==> src/rtl/mdio_mgmt_pkg.sv <==
package mdio_mgmt_pkg;
  localparam int REG_ADDR_W  = 2;
  localparam int REG_DATA_W  = 32;
  localparam int PHY_FIELD_W = 5;
  localparam int MGMT_DATA_W = 16;
  localparam int BODY_BITS   = 32;

  // control register fields
  localparam int CTL_IDLE_BIT = 31;
  localparam int CTL_EN_BIT   = 30;
  // access register fields
  localparam int ACC_GO_BIT   = 31;
  localparam int ACC_WR_BIT   = 30;
  localparam int ACC_ACK_BIT  = 29;
  localparam int ACC_REG_LSB  = 21;
  localparam int ACC_PHY_LSB  = 16;

  typedef enum logic [REG_ADDR_W-1:0] {
    RA_VERSION = 2'd0,
    RA_CONTROL = 2'd1,
    RA_ACCESS  = 2'd2
  } reg_addr_e;

  typedef struct packed {
    logic                   wr;
    logic [PHY_FIELD_W-1:0] regad;
    logic [PHY_FIELD_W-1:0] phy;
    logic [MGMT_DATA_W-1:0] data;
  } mgmt_cmd_t;
endpackage

==> src/rtl/mdio_mgmt_clkgen.sv <==
module mdio_mgmt_clkgen #(
  parameter int DIV_W = 16
) (
  input  logic             clk,
  input  logic             rst,
  input  logic             run_i,
  input  logic [DIV_W-1:0] div_i,
  output logic             mdc_o,
  output logic             rise_o,
  output logic             fall_o
);
  logic [DIV_W-1:0] cnt_q;
  logic [DIV_W-1:0] div_eff;
  logic [DIV_W:0]   period;
  logic [DIV_W-1:0] hi_len;

  always_comb begin
    div_eff = (div_i == '0) ? DIV_W'(1) : div_i;
    period  = {1'b0, div_eff} + {{DIV_W{1'b0}}, 1'b1};
    hi_len  = period[DIV_W:1];
  end

  always_ff @(posedge clk) begin
    if (rst || !run_i) begin
      cnt_q  <= '0;
      mdc_o  <= 1'b0;
      rise_o <= 1'b0;
      fall_o <= 1'b0;
    end else begin
      rise_o <= 1'b0;
      fall_o <= 1'b0;
      if (cnt_q == div_eff) begin
        cnt_q  <= '0;
        mdc_o  <= 1'b1;
        rise_o <= 1'b1;
      end else begin
        cnt_q <= cnt_q + 1'b1;
        if (cnt_q == hi_len - 1'b1 && mdc_o) begin
          mdc_o  <= 1'b0;
          fall_o <= 1'b1;
        end
      end
    end
  end

  // no clock activity outside a frame

  mdc_quiet_chk: assert property (@(posedge clk) disable iff (rst)
    !run_i |=> !mdc_o);
endmodule

==> src/rtl/mdio_mgmt_engine.sv <==
module mdio_mgmt_engine
  import mdio_mgmt_pkg::*;
#(
  parameter int PRE_LEN = 32
) (
  input  logic                   clk,
  input  logic                   rst,
  input  logic                   start_i,
  input  mgmt_cmd_t              cmd_i,
  input  logic                   rise_i,
  input  logic                   fall_i,
  input  logic                   mdio_i,
  output logic                   busy_o,
  output logic                   done_o,
  output logic                   ack_o,
  output logic [MGMT_DATA_W-1:0] rdata_o,
  output logic                   mdio_o,
  output logic                   mdio_oe_o
);
  localparam int FRAME_LEN = PRE_LEN + BODY_BITS;
  localparam int IDX_W     = $clog2(FRAME_LEN);
  localparam int TA1_IDX   = PRE_LEN + 14;
  localparam int TA2_IDX   = PRE_LEN + 15;
  localparam int DAT_IDX   = PRE_LEN + 16;

  logic [IDX_W-1:0]     idx_q;
  logic [BODY_BITS-1:0] body_q;
  logic                 is_rd_q;
  int                   nxt;
  logic                 nxt_bit;

  always_comb begin
    nxt     = int'(idx_q) + 1;
    nxt_bit = (nxt < PRE_LEN) ? 1'b1 : body_q[5'(BODY_BITS - 1 - (nxt - PRE_LEN))];
  end

  always_ff @(posedge clk) begin
    if (rst) begin
      busy_o    <= 1'b0;
      done_o    <= 1'b0;
      ack_o     <= 1'b0;
      rdata_o   <= '0;
      mdio_o    <= 1'b1;
      mdio_oe_o <= 1'b0;
      idx_q     <= '0;
      body_q    <= '0;
      is_rd_q   <= 1'b0;
    end else begin
      done_o <= 1'b0;
      if (start_i && !busy_o) begin
        busy_o    <= 1'b1;
        idx_q     <= '0;
        is_rd_q   <= !cmd_i.wr;
        body_q    <= {2'b01, (cmd_i.wr ? 2'b01 : 2'b10), cmd_i.phy, cmd_i.regad,
                      (cmd_i.wr ? 2'b10 : 2'b11),
                      (cmd_i.wr ? cmd_i.data : {MGMT_DATA_W{1'b1}})};
        mdio_o    <= 1'b1;
        mdio_oe_o <= 1'b1;
        ack_o     <= 1'b0;
        rdata_o   <= '0;
      end else if (busy_o) begin
        if (rise_i && is_rd_q) begin
          if (int'(idx_q) == TA2_IDX) ack_o <= !mdio_i;
          if (int'(idx_q) >= DAT_IDX) rdata_o <= {rdata_o[MGMT_DATA_W-2:0], mdio_i};
        end
        if (fall_i) begin
          if (int'(idx_q) == FRAME_LEN - 1) begin
            busy_o    <= 1'b0;
            done_o    <= 1'b1;
            mdio_oe_o <= 1'b0;
            mdio_o    <= 1'b1;
          end else begin
            idx_q     <= idx_q + 1'b1;
            mdio_o    <= nxt_bit;
            mdio_oe_o <= !(is_rd_q && nxt >= TA1_IDX);
          end
        end
      end
    end
  end

  // the pin is released from the turnaround onward on reads

  rd_release_chk: assert property (@(posedge clk) disable iff (rst)
    (busy_o && is_rd_q && int'(idx_q) >= TA1_IDX) |-> !mdio_oe_o);

  // writes keep driving while the frame runs

  wr_drive_chk: assert property (@(posedge clk) disable iff (rst)
    (busy_o && !is_rd_q) |-> mdio_oe_o);
endmodule

==> src/rtl/mdio_mgmt_master.sv <==
module mdio_mgmt_master
  import mdio_mgmt_pkg::*;
#(
  parameter int          DIV_W     = 16,
  parameter int          PRE_LEN   = 32,
  parameter logic [15:0] DEF_DIV   = 16'd9,
  parameter logic [7:0]  VER_MAJOR = 8'd2,
  parameter logic [7:0]  VER_MINOR = 8'd5
) (
  input  logic                  clk,
  input  logic                  rst,
  input  logic                  reg_wr_en,
  input  logic [REG_ADDR_W-1:0] reg_addr,
  input  logic [REG_DATA_W-1:0] reg_wdata,
  output logic [REG_DATA_W-1:0] reg_rdata,
  output logic                  mdc,
  output logic                  mdio_o,
  output logic                  mdio_oe,
  input  logic                  mdio_i
);
  logic                   en_q;
  logic [DIV_W-1:0]       div_q;
  logic                   go_q;
  logic                   ack_q;
  mgmt_cmd_t              cmd_q;
  logic                   eng_start, eng_busy, eng_done, eng_ack;
  logic [MGMT_DATA_W-1:0] eng_rdata;
  logic                   mdc_rise, mdc_fall;
  logic                   acc_wr, ctl_wr, idle;

  assign acc_wr    = reg_wr_en && (reg_addr == RA_ACCESS);
  assign ctl_wr    = reg_wr_en && (reg_addr == RA_CONTROL);
  assign eng_start = go_q && en_q && !eng_busy && !eng_done;
  assign idle      = !en_q && !eng_busy;

  always_ff @(posedge clk) begin
    if (rst) begin
      en_q  <= 1'b0;
      div_q <= DIV_W'(DEF_DIV);
      go_q  <= 1'b0;
      ack_q <= 1'b0;
      cmd_q <= '0;
    end else begin
      if (ctl_wr) begin
        en_q  <= reg_wdata[CTL_EN_BIT];
        div_q <= reg_wdata[DIV_W-1:0];
      end
      if (eng_done) begin
        go_q  <= 1'b0;
        ack_q <= eng_ack;
        if (!cmd_q.wr) cmd_q.data <= eng_rdata;
      end else if (acc_wr && !go_q) begin
        go_q        <= reg_wdata[ACC_GO_BIT];
        ack_q       <= 1'b0;
        cmd_q.wr    <= reg_wdata[ACC_WR_BIT];
        cmd_q.regad <= reg_wdata[ACC_REG_LSB +: PHY_FIELD_W];
        cmd_q.phy   <= reg_wdata[ACC_PHY_LSB +: PHY_FIELD_W];
        cmd_q.data  <= reg_wdata[MGMT_DATA_W-1:0];
      end
    end
  end

  always_ff @(posedge clk) begin
    if (rst) begin
      reg_rdata <= '0;
    end else begin
      reg_rdata <= '0;
      case (reg_addr)
        RA_VERSION: reg_rdata[15:0] <= {VER_MAJOR, VER_MINOR};
        RA_CONTROL: begin
          reg_rdata[CTL_IDLE_BIT]  <= idle;
          reg_rdata[CTL_EN_BIT]    <= en_q;
          reg_rdata[DIV_W-1:0]     <= div_q;
        end
        RA_ACCESS: begin
          reg_rdata[ACC_GO_BIT]                        <= go_q;
          reg_rdata[ACC_WR_BIT]                        <= cmd_q.wr;
          reg_rdata[ACC_ACK_BIT]                       <= ack_q;
          reg_rdata[ACC_REG_LSB +: PHY_FIELD_W]        <= cmd_q.regad;
          reg_rdata[ACC_PHY_LSB +: PHY_FIELD_W]        <= cmd_q.phy;
          reg_rdata[MGMT_DATA_W-1:0]                   <= cmd_q.data;
        end
        default: reg_rdata <= '0;
      endcase
    end
  end

  mdio_mgmt_clkgen #(.DIV_W(DIV_W)) clkgen_i (
    .clk    (clk),
    .rst    (rst),
    .run_i  (eng_busy),
    .div_i  (div_q),
    .mdc_o  (mdc),
    .rise_o (mdc_rise),
    .fall_o (mdc_fall)
  );

  mdio_mgmt_engine #(.PRE_LEN(PRE_LEN)) engine_i (
    .clk       (clk),
    .rst       (rst),
    .start_i   (eng_start),
    .cmd_i     (cmd_q),
    .rise_i    (mdc_rise),
    .fall_i    (mdc_fall),
    .mdio_i    (mdio_i),
    .busy_o    (eng_busy),
    .done_o    (eng_done),
    .ack_o     (eng_ack),
    .rdata_o   (eng_rdata),
    .mdio_o    (mdio_o),
    .mdio_oe_o (mdio_oe)
  );


  go_clear_chk: assert property (@(posedge clk) disable iff (rst)
    $fell(go_q) |-> $past(eng_done));


  busy_write_ignored_chk: assert property (@(posedge clk) disable iff (rst)
    (go_q && acc_wr && !eng_done) |=> ($stable(cmd_q) && go_q));


  start_needs_en_chk: assert property (@(posedge clk) disable iff (rst)
    $rose(eng_busy) |-> $past(en_q));
endmodule

==> config.mk <==
export PLATFORM = sky130hd
export DESIGN_NAME = mdio_mgmt_master
export DESIGN_NICKNAME = d
export VERILOG_FILES = /design/src/rtl/mdio_mgmt_pkg.sv /design/src/rtl/mdio_mgmt_clkgen.sv /design/src/rtl/mdio_mgmt_engine.sv /design/src/rtl/mdio_mgmt_master.sv
export SDC_FILE = /design/constraint.sdc
export NUM_CORES = 1
export LEC_CHECK = 0
export ABC_AREA = 1
export BUFFER_PORTS_ARGS = -buffer_cell sky130_fd_sc_hd__buf_2
export CORE_UTILIZATION = 55
export CTS_CLUSTER_DIAMETER = 150
export CTS_CLUSTER_SIZE = 40
export DETAILED_ROUTE_END_ITERATION = 7
export PLACE_DENSITY = 0.78
export SLEW_MARGIN = 20
export SYNTH_ARGS = -nofsm -noshare
export SYNTH_HDL_FRONTEND = slang
export SYNTH_SLANG_ARGS = --single-unit
==> constraint.sdc <==
create_clock -name clk -period 3.35 [get_ports clk]
set_input_delay 0.67 -clock clk [delete_from_list [all_inputs] [get_ports clk]]
set_output_delay 0.67 -clock clk [all_outputs]
set_load 0.01 [all_outputs]
==> results.py <==
metrics = {
    "global_route": {
        "grtUsageTotal_pct": 26.7,
        "grt_start_max_net_pins": 38,
        "grt.overflow.total": 0,
        "grt_pass1_vias": 6187,
        "grt_pass1_wl_mm": 29.8,
        "grt_antenna_before_repair": 0,
    },
    "power_and_ir_drop": {
        "ir_worst_vdd_mv": 0.529,
        "power.density_mw_per_mm2": 487,
        "power_leakage_nw": 3.53,
    },
    "floorplan": {
        "die_y_um": 118,
        "die-area_mm2": 0.0138,
        "core_area_mm2": 0.0128,
        "start_util_pct": 57.3,
        "num_rows": 41,
        "die_width_um": 118,
        "ios": 73,
    },
    "cells_and_area": {
        "syn2layout_area_growth_pct": 13.1,
        "fillers": 1131,
        "mostFrequentLayoutCell": "nand2_1",
        "postLayoutCoreUtil_pct": 64.8,
        "n_antenna_cell": 0,
        "nNetsFinal": 1148,
        "drive_above_1_share_pct": 12.2,
        "layout_common_cells": "235 x nand2_1, 150 x dfxtp_1, 130 x inv_1, 122 x a21oi_1, 90 x nor2_1",
    },
    "logic_synthesis": {
        "synth_top_family_by_area": "simple AND/OR/NAND/NOR gates",
        "synth_mux_area_share_pct": 0,
        "synth_async_sr_flop_share_pct": 0,
        "netlist_area_mm2": 0.00735,
        "ys_types": 43,
        "yosys_warnings": 0,
        "ys_ff_latch": 150,
        "ys.flop_type": "dfxtp_1",
        "synth-seq-area-share_pct": 40.9,
        "synth_compound_area_share_pct": 17.2,
        "synth.avg_cell_area_um2": 6.91,
        "postSynthCellCount": 1063,
        "synth_adder_area_share_pct": 1.19,
        "synth_edf_count": 0,
        "synth_xor_area_share_pct": 3.58,
        "synthSimpleGateAreaFrac_pct": 27.2,
    },
    "cts": {
        "cts_buffers": 17,
        "ctsHoldBuffers": 0,
        "clkSinkCount": 150,
        "cts_tree": "done",
        "clk_path_buf_depth": 2,
        "path_clk_slew_ns": 0.06,
        "cts_root_buf": "clkbuf_16",
        "cts_setup_buffers": 0,
        "clk_latency_ns": 0.42,
        "cts_resized": 0,
        "h-tree-depth": 4,
    },
    "sta": {
        "slew_headroom_pct": 47.1,
        "maxSlewViolCount": 0,
        "setup_viol": 0,
        "period_needed_ns": 2.66,
        "max_freq_mhz": 377,
        "rsz0062_at_grt": "false",
        "hold_slack_ns": 0.457,
        "period_share_pct": 79.3,
        "hold_violations": 0,
        "fin_skew_ns": 0.00617,
        "worst_pin_slew_ns": 0.792,
        "finalSetupTns_ns": 0,
    },
    "critical_path": {
        "cp-start-kind": "register",
        "path_class": "register to register",
        "cp.required_ns": 3.67,
        "end_kind": "register",
        "worstPathArrival_ns": 2.98,
        "rrSetupSlack_ns": 0.69,
        "worstPathMaxFanout": 7,
    },
    "placed_design": {
        "hpwl_mm": 13.2,
        "port_buffers": 65,
        "gp_congestion": 0.913,
    },
    "drt": {
        "firstDrtPassIters": 6,
        "drc": 0,
        "vias": 6948,
        "drt-wirelength-per-cell_um": 14.1,
        "drt_wl_total_mm": 18.2,
        "drt_iter0_markers": 628,
        "routed_via_density": 5.39,
        "ant_nets": 0,
    },
    "outcome": {
        "status": "completed",
    },
    "worst_hold_path": {
        "hold_path.class": "register to register",
    },
    "run": {
        "max_cap_viol_count": 0,
    },
}
-- logic make-up (layout without fill, tap and decap cells) --
group                      count (synthesis)  after routing
AOI/OAI and AO/OA                        238            238
xor gates and xnor gates                  30             30
adders and majority gates                  7              7
buffers and inverters                    187            238
DFF                                      150            150
other                                      1              3
and+or+nand+nor                          450            450
-- through the flow --
stage / worst slack [ns] / instances / instance area [um^2] / power, W
4_1_cts: 0.702 / 1288 / 8310 / 0.00406
2_1_floorplan: 1.03 / 1065 / 7360 / 0.00211
6_report: 0.695 / 1288 / 8310 / 0.00405
3_5_place_dp: 0.713 / 1256 / 7730 / 0.00219
3_3_place_gp: 0.780 / 1256 / 7730 / 0.00219
5_1_grt: 0.454 / 1288 / 8310 / 0.00419
-- metal layers --
metal	share of wire, %	routed length (um)	vias to the layer above	track usage (%)
li1	-	-	3521	-
met3	6.0	1080	19	5.62
met1	47	8480	3197	37.1
met2	46	8410	211	41.9
met4	1.1	205	0	7.45
met5	0	0	-	0
-- state kept, by name, indices dropped and copies added, names as in the netlist, 6 cells and up --
| signal | cells |
|---|---|
| reg_rdata | 29 |
| engine_i.rdata_o | 16 |
| div_q | 16 |
| engine_i.body_q | 29 |
| engine_i.idx_q | 6 |
| clkgen_i.cnt_q | 16 |
| cmd_q | 27 |
-- layout make-up --
class	count	area [um^2]	area share (%)
repair buffers	74	393	4.73
flip-flops and latches	150	3000	36.1
clock inverters	12	130	1.57
well taps	172	215	2.59
inverters	132	495	5.96
multi-input cells	728	3620	43.6
clock buffers	20	457	5.49
-- synth_stat cells, types with 8 or more instances --
library cell	n	share of area, %
xor2_1	21	2.5
a21oi_1	122	8.3
a211oi_1	8	0.82
nand3_1	50	3.4
clkbuf_1	41	2.1
nand2_1	235	12
nand4_1	14	1.2
nor2_1	90	4.6
dfxtp_1	150	41
o21ai_0	84	5.7
nor4_1	10	0.85
inv_1	130	6.6
xnor2_1	9	1.1
nor3_1	15	1.0
-- worst paths after layout --
kind             from              to  cells past startpoint
max          div_q[1]  clkgen_i.mdc_o                     18
min             ack_q   reg_rdata[29]                      2
max reg2reg  div_q[1]  clkgen_i.mdc_o                     18
min reg2reg     ack_q   reg_rdata[29]                      2
-- power by group --
| part | switching (W) | total (W) | internal (W) | leakage [nW] |
|---|---|---|---|---|
| clock | 0.000796 | 0.00188 | 0.00109 | 0.287 |
| combinational | 0.000204 | 0.000307 | 0.000102 | 2.02 |
| sequential | 0.0000339 | 0.00185 | 0.00182 | 1.21 |
| total | 0.00103 | 0.00405 | 0.00301 | 3.53 |
-- worst max-delay path: stages (launching register included) --
cell	delay, ns
dfxtp_1	0.40
nand2_4	0.16
inv_2	0.08
or2_2	0.31
nand2_1	0.10
inv_1	0.07
ha_1	0.26
nand2_2	0.13
nand2_1	0.06
nand2_1	0.05
nand2_1	0.04
nor2_1	0.11
nand2_1	0.06
nor2_1	0.15
nand2_1	0.07
nor3_1	0.25
nand4_1	0.12
nand2_1	0.07
nand2_1	0.04
No activity file was read; power rests on OpenSTA's default activity.
